===== config.mk =====
export PLATFORM = sky130hd
export DESIGN_NAME = vid_rect_overlay
export DESIGN_NICKNAME = d
export VERILOG_FILES = /design/src/rtl/vro_pkg.sv /design/src/rtl/vro_shadow.sv /design/src/rtl/vro_window.sv /design/src/rtl/vro_colour_pick.sv /design/src/rtl/vid_rect_overlay.sv
export SDC_FILE = /design/constraint.sdc
export NUM_CORES = 1
export LEC_CHECK = 0
export ABC_AREA = 1
export BUFFER_PORTS_ARGS = -buffer_cell sky130_fd_sc_hd__clkbuf_2
export CORE_MARGIN = 5
export CORE_UTILIZATION = 53
export DETAILED_ROUTE_END_ITERATION = 12
export GPL_TIMING_DRIVEN = 1
export PLACE_DENSITY = 0.86
export SLEW_MARGIN = 0
export SYNTH_ARGS = -nofsm -noshare
export SYNTH_HDL_FRONTEND = slang
export SYNTH_HIERARCHICAL = 1
export SYNTH_SLANG_ARGS = --single-unit

===== constraint.sdc =====
create_clock -name clk -period 2.4 [get_ports clk]
set_clock_uncertainty 0.2 [all_clocks]
set_input_delay 0.48 -clock clk [delete_from_list [all_inputs] [get_ports clk]]
set_output_delay 0.48 -clock clk [all_outputs]
set_load 0.05 [all_outputs]

===== src/rtl/vro_pkg.sv =====
package vro_pkg;
   localparam int VID_W_DEF  = 8;
   localparam int LINE_W_DEF = 10;
   localparam int POS_W_DEF  = 11;
   localparam int FLAG_W     = 3;
   // Flag bit positions, decoded by neighbouring stages
   localparam int FLAG_FIELD = 2;
   localparam int FLAG_VBLK  = 1;
   localparam int FLAG_HBLK  = 0;

   typedef enum logic [1:0] {
      COMP_CB   = 2'd0,
      COMP_LUMA = 2'd1,
      COMP_CR   = 2'd2
   } comp_e;
endpackage


===== src/rtl/vro_shadow.sv =====
module vro_shadow #(
   parameter int VID_W  = 8,
   parameter int LINE_W = 10,
   parameter int POS_W  = 11
) (
   input  logic              clk,
   input  logic              rst,
   input  logic              load,
   input  logic [POS_W-1:0]  left_i,
   input  logic [POS_W-1:0]  right_i,
   input  logic [LINE_W-1:0] top_i,
   input  logic [LINE_W-1:0] bottom_i,
   input  logic [VID_W-1:0]  luma_i,
   input  logic [VID_W-1:0]  cb_i,
   input  logic [VID_W-1:0]  cr_i,
   output logic [POS_W-1:0]  left_q,
   output logic [POS_W-1:0]  right_q,
   output logic [LINE_W-1:0] top_q,
   output logic [LINE_W-1:0] bottom_q,
   output logic [VID_W-1:0]  luma_q,
   output logic [VID_W-1:0]  cb_q,
   output logic [VID_W-1:0]  cr_q
);
   // Reset value is an empty window: left above right, top below bottom
   always_ff @(posedge clk) begin
      if (rst) begin
         left_q   <= '1;
         right_q  <= '0;
         top_q    <= '1;
         bottom_q <= '0;
         luma_q   <= '0;
         cb_q     <= '0;
         cr_q     <= '0;
      end else if (load) begin
         left_q   <= left_i;
         right_q  <= right_i;
         top_q    <= top_i;
         bottom_q <= bottom_i;
         luma_q   <= luma_i;
         cb_q     <= cb_i;
         cr_q     <= cr_i;
      end
   end
endmodule


===== src/rtl/vro_window.sv =====
module vro_window #(
   parameter int LINE_W = 10,
   parameter int POS_W  = 11
) (
   input  logic [LINE_W-1:0] line_i,
   input  logic [POS_W-1:0]  pos_i,
   input  logic [POS_W-1:0]  left_i,
   input  logic [POS_W-1:0]  right_i,
   input  logic [LINE_W-1:0] top_i,
   input  logic [LINE_W-1:0] bottom_i,
   output logic              hit_o
);
   logic in_x, in_y;
   always_comb begin
      in_x  = (pos_i  >= left_i) && (pos_i  <= right_i);
      in_y  = (line_i >= top_i)  && (line_i <= bottom_i);
      hit_o = in_x && in_y;
   end
endmodule


===== src/rtl/vro_colour_pick.sv =====
module vro_colour_pick
   import vro_pkg::*;
#(
   parameter int VID_W    = 8,
   parameter int POS_W    = 11,
   parameter bit CB_FIRST = 1'b1
) (
   input  logic [POS_W-1:0] pos_i,
   input  logic [VID_W-1:0] luma_i,
   input  logic [VID_W-1:0] cb_i,
   input  logic [VID_W-1:0] cr_i,
   output logic [VID_W-1:0] byte_o
);
   comp_e sel;

   generate
      if (CB_FIRST) begin : g_cb_first
         always_comb begin
            if (pos_i[0])      sel = COMP_LUMA;
            else if (pos_i[1]) sel = COMP_CR;
            else               sel = COMP_CB;
         end
      end else begin : g_cr_first
         always_comb begin
            if (pos_i[0])      sel = COMP_LUMA;
            else if (pos_i[1]) sel = COMP_CB;
            else               sel = COMP_CR;
         end
      end
   endgenerate

   always_comb begin
      unique case (sel)
         COMP_LUMA: byte_o = luma_i;
         COMP_CR:   byte_o = cr_i;
         default:   byte_o = cb_i;
      endcase
   end
endmodule


===== src/rtl/vid_rect_overlay.sv =====
module vid_rect_overlay
   import vro_pkg::*;
#(
   parameter int VID_W    = VID_W_DEF,
   parameter int LINE_W   = LINE_W_DEF,
   parameter int POS_W    = POS_W_DEF,
   parameter bit CB_FIRST = 1'b1
) (
   input  logic              clk,
   input  logic              rst,
   input  logic              en,
   input  logic [VID_W-1:0]  vid_i,
   input  logic              frame_start_i,
   input  logic [LINE_W-1:0] line_num_i,
   input  logic [POS_W-1:0]  pix_pos_i,
   input  logic [2:0]        sync_flags_i,
   input  logic [POS_W-1:0]  win_left_i,
   input  logic [POS_W-1:0]  win_right_i,
   input  logic [LINE_W-1:0] win_top_i,
   input  logic [LINE_W-1:0] win_bottom_i,
   input  logic [VID_W-1:0]  fill_luma_i,
   input  logic [VID_W-1:0]  fill_cb_i,
   input  logic [VID_W-1:0]  fill_cr_i,
   output logic [VID_W-1:0]  vid_o,
   output logic              frame_start_o,
   output logic [LINE_W-1:0] line_num_o,
   output logic [POS_W-1:0]  pix_pos_o,
   output logic [2:0]        sync_flags_o
);
   localparam int MAX_POS  = (1 << POS_W) - 1;
   localparam int MAX_LINE = (1 << LINE_W) - 1;

   // Elaboration-time parameter checks
   if (VID_W < 1)       begin : g_bad_vid  $error("VID_W must be at least 1");  end
   if (POS_W < 2)       begin : g_bad_pos  $error("POS_W must be at least 2");  end
   if (LINE_W < 1)      begin : g_bad_line $error("LINE_W must be at least 1"); end
   if (MAX_POS < 1439)  begin : g_small_p  $error("POS_W too narrow for a line"); end
   if (MAX_LINE < 575)  begin : g_small_l  $error("LINE_W too narrow for a frame"); end

   logic [POS_W-1:0]  h_left, h_right;
   logic [LINE_W-1:0] h_top, h_bottom;
   logic [VID_W-1:0]  h_luma, h_cb, h_cr;
   logic              hit;
   logic [VID_W-1:0]  fill_byte;
   logic              blanked;
   logic              paint;
   logic [VID_W-1:0]  vid_next;

   vro_shadow #(.VID_W(VID_W), .LINE_W(LINE_W), .POS_W(POS_W)) u_shadow (
      .clk      (clk),
      .rst      (rst),
      .load     (frame_start_i),
      .left_i   (win_left_i),
      .right_i  (win_right_i),
      .top_i    (win_top_i),
      .bottom_i (win_bottom_i),
      .luma_i   (fill_luma_i),
      .cb_i     (fill_cb_i),
      .cr_i     (fill_cr_i),
      .left_q   (h_left),
      .right_q  (h_right),
      .top_q    (h_top),
      .bottom_q (h_bottom),
      .luma_q   (h_luma),
      .cb_q     (h_cb),
      .cr_q     (h_cr)
   );

   vro_window #(.LINE_W(LINE_W), .POS_W(POS_W)) u_window (
      .line_i   (line_num_i),
      .pos_i    (pix_pos_i),
      .left_i   (h_left),
      .right_i  (h_right),
      .top_i    (h_top),
      .bottom_i (h_bottom),
      .hit_o    (hit)
   );

   vro_colour_pick #(.VID_W(VID_W), .POS_W(POS_W), .CB_FIRST(CB_FIRST)) u_pick (
      .pos_i  (pix_pos_i),
      .luma_i (h_luma),
      .cb_i   (h_cb),
      .cr_i   (h_cr),
      .byte_o (fill_byte)
   );

   always_comb begin
      blanked  = sync_flags_i[FLAG_VBLK] | sync_flags_i[FLAG_HBLK];
      paint    = en & hit & ~blanked;
      vid_next = paint ? fill_byte : vid_i;
   end

   always_ff @(posedge clk) begin
      if (rst) begin
         vid_o         <= '0;
         frame_start_o <= 1'b0;
         line_num_o    <= '0;
         pix_pos_o     <= '0;
         sync_flags_o  <= '0;
      end else begin
         vid_o         <= vid_next;
         frame_start_o <= frame_start_i;
         line_num_o    <= line_num_i;
         pix_pos_o     <= pix_pos_i;
         sync_flags_o  <= sync_flags_i;
      end
   end
endmodule


Word level (Yosys, flattened, before mapping)
Cells that the tools add are included.

storage, ports and cells
  register bits = 99
  input bits = 102
  output and inout port bits = 33
  logic and storage cells = 29

cells by class
  order comparisons = 4
  equal/unequal tests = 2
  mux-type cells = 4
  bitwise gates (word level) = 4
  reduce and logical (&&, ||, !) cells = 3

operators with widths
  kind                count
  $pmux 8 s2          1
  $ge 11x11->1        1
  $le 11x11->1        1
  $ge 10x10->1        1
  $le 10x10->1        1
  $mux 8              1
  $mux 2              2
  $logic_and 1x1->1   3
  $and 1x1->1         2
  $eq 2x1->1 const B  1
  $eq 2x2->1 const B  1
  $not 1->1           1
  $or 1x1->1          1

Depth between registers and ports, before layout
  depth in word-level cells = 6
  mapped depth = 17
  mapped depth without buffers = 16

Modules after synthesis
The synthesis kept the hierarchy.

by module, submodules not included
  module            times used  cells an instance  area each (sq um)  sequential area each (sq um)
  vro_shadow        1           377                2546.2             1321.3
  vro_window        1           203                1189.9             0.0
  vid_rect_overlay  1           132                1081.0             660.6
  vro_colour_pick   1           36                 177.7              0.0

Worst setup path before layout
No wires, ideal clock.

  path kind = input port to flip-flop
  start = in pix_pos_i[6]
  end = reg vid_o[0]
  setup time = 0.115 ns
  data arrival time = 1.726 ns
  data required time = 2.085 ns
  setup slack = 0.359 ns
  cell stages on the path = 15
  cell sequence = ha_1 nand2_1 nor2_2 nand2_1 o21ai_1 inv_1 nand2_1 nand2_1 nor2_2 nand2_1 inv_2 clkbuf_8 nand3_1 nand2_1 nor2_1

between the ends
  longest elaborated chain between the ends = 6
  elaborated cells between the ends (all ways) = 7
  classes of those cells = order compare (2); mux (1); bitwise (2); reduce/logical (2)

ends and longest elaborated chain
  element                                              RTL line                 source
  start: declaration                                   vid_rect_overlay.sv:15   input logic [POS_W-1:0] pix_pos_i,
  $ge 11x11->1 / $le 11x11->1 (equally long branches)  vro_window.sv:15         in_x = (pos_i >= left_i) && (pos_i <= right_i);
  $logic_and 1x1->1 (*)                                vro_window.sv:15
  $logic_and 1x1->1 (*)                                vro_window.sv:17         hit_o = in_x && in_y;
  named net hit                                        vid_rect_overlay.sv:43   logic hit;
  $and 1x1->1 (*) (2 in a row)                         vid_rect_overlay.sv:89   paint = en & hit & ~blanked;
  $mux 8 (*)                                           vid_rect_overlay.sv:90   vid_next = paint ? fill_byte : vid_i;
  end signal: assignment                               vid_rect_overlay.sv:101  vid_o <= vid_next;
  end: declaration                                     vid_rect_overlay.sv:24   output logic [VID_W-1:0] vid_o,

The timed path passes the listed nets; every way through them passes the cells marked *.
A chain may end at the register's enable or synchronous reset.

Worst setup path after layout
  start = reg u_shadow.left_q[6]
  end = reg vid_o[1]

between the ends
  longest elaborated chain between the ends = 6

ends and longest elaborated chain
  element                   RTL line                source
  start: declaration        vro_shadow.sv:16        output logic [POS_W-1:0] left_q,
  start signal: assignment  vro_shadow.sv:35        left_q <= left_i;
  $ge 11x11->1              vro_window.sv:15
  $logic_and 1x1->1         vro_window.sv:15
  $logic_and 1x1->1         vro_window.sv:17
  named net hit             vid_rect_overlay.sv:43
  $and 1x1->1 (2 in a row)  vid_rect_overlay.sv:89
  $mux 8                    vid_rect_overlay.sv:90

The timed path passes the listed nets, and every way through them passes these cells.

==> results.txt <==
The count of antenna diodes in the layout came out at 0. The share of the yosys chip area belonging to registers is 39.7%. The signal arrival time at the worst endpoint came out at 2.20 ns. Once detail routing completed, the nets flagged for antenna violations numbered 0.

The final HPWL from detailed placement came out at between 8 and 9 mm. The stage delay of the slowest cell on the critical path is around 0.35 ns. In this run the post-CTS setup repair buffer count came out at 0. The final global-route overflow total is 0.

TritonCTS built the clock tree. Data on the critical path is required at its endpoint by 2.46 ns. The ratio of final minimum period to clock period came out at around 89%. The final core area utilization is between 60% and 70%. The signal on the critical path passes through inv_1, ha_1, nand2_1, nor2_2, nand2_1, o21ai_1, inv_1, nand2_1, nand2_1, nor2_2, nand2_1, inv_2, nand3_1, nand2_1, nor2_1.

The endpoint identified for the worst register-to-register timing path is vid_o[1]. The global-route wire length before repair is approximately 19 mm. The worst setup path is captured at a flop. The final setup violation count is 0. The area growth from synthesis to layout is 18.0%. The hold violation total from the final report is 0. The routed wirelength normalized by instance count is 11.8 um. The die boundary height is 107 um. At the end of the flow, the number of nets in the layout was 1018. The number of slew-limit violations in the final report is 0. The most numerous cell type found on the critical path is nand2_1. Clock tree synthesis selected as its root buffer the cell clkbuf_8. The worst hold path cell count came out at 3. The number of cells in the design after placement is between 900 and 1000. The power per standard cell area came out at 602 nW/um2. For this run, the leading register cell type out of synthesis is dfxtp_1. Counting every instance in the synthesized netlist gives between 700 and 800.

After clock tree synthesis, the clock-pin slew on the worst setup and hold paths is 0.10 ns. The slew of the pin with the lowest slew margin is 0.683 ns. The critical path is of the flop to flop type.

By area the synthesized netlist is led by dfxtp_1, nand2_1, inv_1. The cell area that synthesis handed to floorplanning was 4990 um2. The number of global-route vias before repair came out at 4287. The filler cells instantiated in the layout total 861.

The number of primary I/O pins is 135. The number of distinct library cell variants in the gate-level netlist after synthesis is 21. In this run, post-CTS repair resized a total of 0 instances. Tracing the worst setup path back leads to its startpoint at u_shadow/left_q[6]. The origin of the worst min-delay path is sync_flags_i[2].

STA classifies the critical path startpoint as a flop. The tightest min-delay check is of the input pin to flop type. The fraction of post-synthesis cell area in the top cell type by area is 39.7%. The reported leakage power came out at 0.00356 uW.

The number of DRC markers after the initial detailed-route iteration is 172. The clock period minus final worst setup slack came out at 2.14 ns. The largest net degree at the start of global routing is 47. The number of antenna violations at the first check in global routing came out at 0. The count of yosys warnings during synthesis is 6. The maximum number of buffers from clock root to sink is 2. Once the floorplan was initialized, standard cells occupied 54.3% of the core.

Setup repair after global routing left no endpoint under its margin. The global placement routability congestion is a little over 0.8. After clock tree synthesis, the flow added hold-fix buffers numbering 0. The maximum fanout along the worst path is 16. The largest individual stage delay along the critical path comes from the cell dfxtp_1.

The sum of routed wire length over all layers is 11.7 mm. The x dimension of the die is approximately 110 um. The worst hold path terminates at sync_flags_o[2].

The per-cell via count in the routed design is 4.67. The synthesized design spends more area on one cell type than any other, namely dfxtp_1. For this run, design rule violations remaining after detail routing come to 0. The number of nets in the synthesized netlist came out at 892. The detailed router placed 4623 vias in this run. The clock latency on the worst-skew pair came out at 0.37 ns. The length in cells of the worst reg-to-reg path came out at 15. The run finished with clean final reports. On the final layout, the worst hold slack is roughly 0.096 ns. The worst max-slew margin expressed relative to the limit is a little over half. The number of clock sinks seen by CTS came out at 99. The detailed-routing iteration count for the pre-antenna-repair pass came out at 4.

Timing would allow up to 468 MHz. The floorplan step defined a die boundary enclosing between 10000 and 15000 um2. The most frequently used cell type in the post-synthesis netlist is nand2_1.

The total track usage came out at 20.6%. The core region is 9200 um2. Counting flops with a built-in enable in the synthesized netlist gives 0. Across the VDD grid, the largest voltage drop is 0.272 mV. CTS built an H-tree with a depth of 3. The async set-reset flop share out of synthesis came out at 0%.

The number of core rows came out at 35. During placement, the flow inserted port buffers numbering approximately 130. The accumulated negative setup slack came out at 0 ns. Buffers inserted during clock tree synthesis total 9. Leaving out filler cells and counting taps, the final layout contains 990. The commonest cells after synthesis are nand2_1, inv_1, nor2_1. The fraction of final layout cells sized beyond drive strength 1 came out at 19.5%. Averaged over all synthesized cells, the footprint is 6.68 um2.

In this run the register-to-register setup slack is 0.26 ns. The max capacitance violation total came out at 0. After synthesis the netlist holds a flip-flop and latch count of 99. In this run the critical register-to-register path is launched from u_shadow/left_q[6].
==> where the power goes <==
group          internal [uW]  switching [uW]  leakage [uW]  total, uW
sequential              1750            47.6      0.000825       1800
combinational            257             454       0.00264        711
clock                    426             615     0.0000958       1040
==> cells in the final DEF, fill, tap and decap left out, types with 10 or more instances in the layout <==
| cell type | n |
|---|---|
| ha_1 | 42 |
| nand2_1 | 214 |
| nor2_1 | 129 |
| buf_4 | 10 |
| inv_1 | 144 |
| nand3_1 | 54 |
| a21oi_1 | 19 |
| clkbuf_2 | 133 |
| clkbuf_8 | 10 |
| dfxtp_1 | 99 |
==> critical path, delay by kind of cell (launching register included) <==
family | cells | cell delay [ns]
AOI/OAI and AO/OA | 1 | 0.11
DFF | 1 | 0.35
and+or+nand+nor | 10 | 0.79
adders and majority gates | 1 | 0.29
buffers and inverters | 3 | 0.31
==> flip-flops by register name, summed over array words and instances (netlist names), 10 cells and up <==
name / cells
line_num_o: 10
pix_pos_o: 11
u_shadow/bottom_q: 10
u_shadow/left_q: 11
u_shadow/right_q: 11
u_shadow/top_q: 10
==> per-layer routing <==
layer | share of wire (%) | vias to the layer above | global-route usage (%)
met5 | 0 | - | 0
met4 | 2.0 | 0 | 6.76
met3 | 6.3 | 19 | 4.58
met2 | 47 | 147 | 34.3
met1 | 45 | 1993 | 26.5
li1 | - | 2464 | -
==> worst max-delay path by stage <==
stage / to / cells past startpoint
floorplan: vid_o[0] / 15
global placement: vid_o[5] / 15
detailed placement: vid_o[4] / 15
CTS: vid_o[1] / 15
global route: vid_o[5] / 13
finish: vid_o[1] / 15
==> logic make-up after synthesis <==
family	share of synthesized area, %
AO/OA/AOI/OAI	2.40
adder cells (fa/ha/maj)	10.5
buffers and inverters	14.7
flip-flops	39.7
AND/OR/NAND/NOR	32.7
==> per-stage QoR <==
stage          instance area [um2]  setup WS (ns)  power (uW)
2_1_floorplan                 4990          0.359        2320
3_3_place_gp                  5700          0.136        2510
3_5_place_dp                  5700         0.0696        2540
4_1_cts                       5890          0.252        3570
5_1_grt                       5890         0.0314        3750
6_report                      5890          0.264        3550
==> final cells by class <==
class	count	area, um2	area share, %
tap	111	139	2.36
clock buffer	10	138	2.34
inverter	149	559	9.49
sequential	99	1980	33.6
multi-input combinational	472	2280	38.7
timing repair buffer	143	741	12.6
clock inverter	6	53.8	0.913
Note: power is estimated with default switching activity, not from simulation.
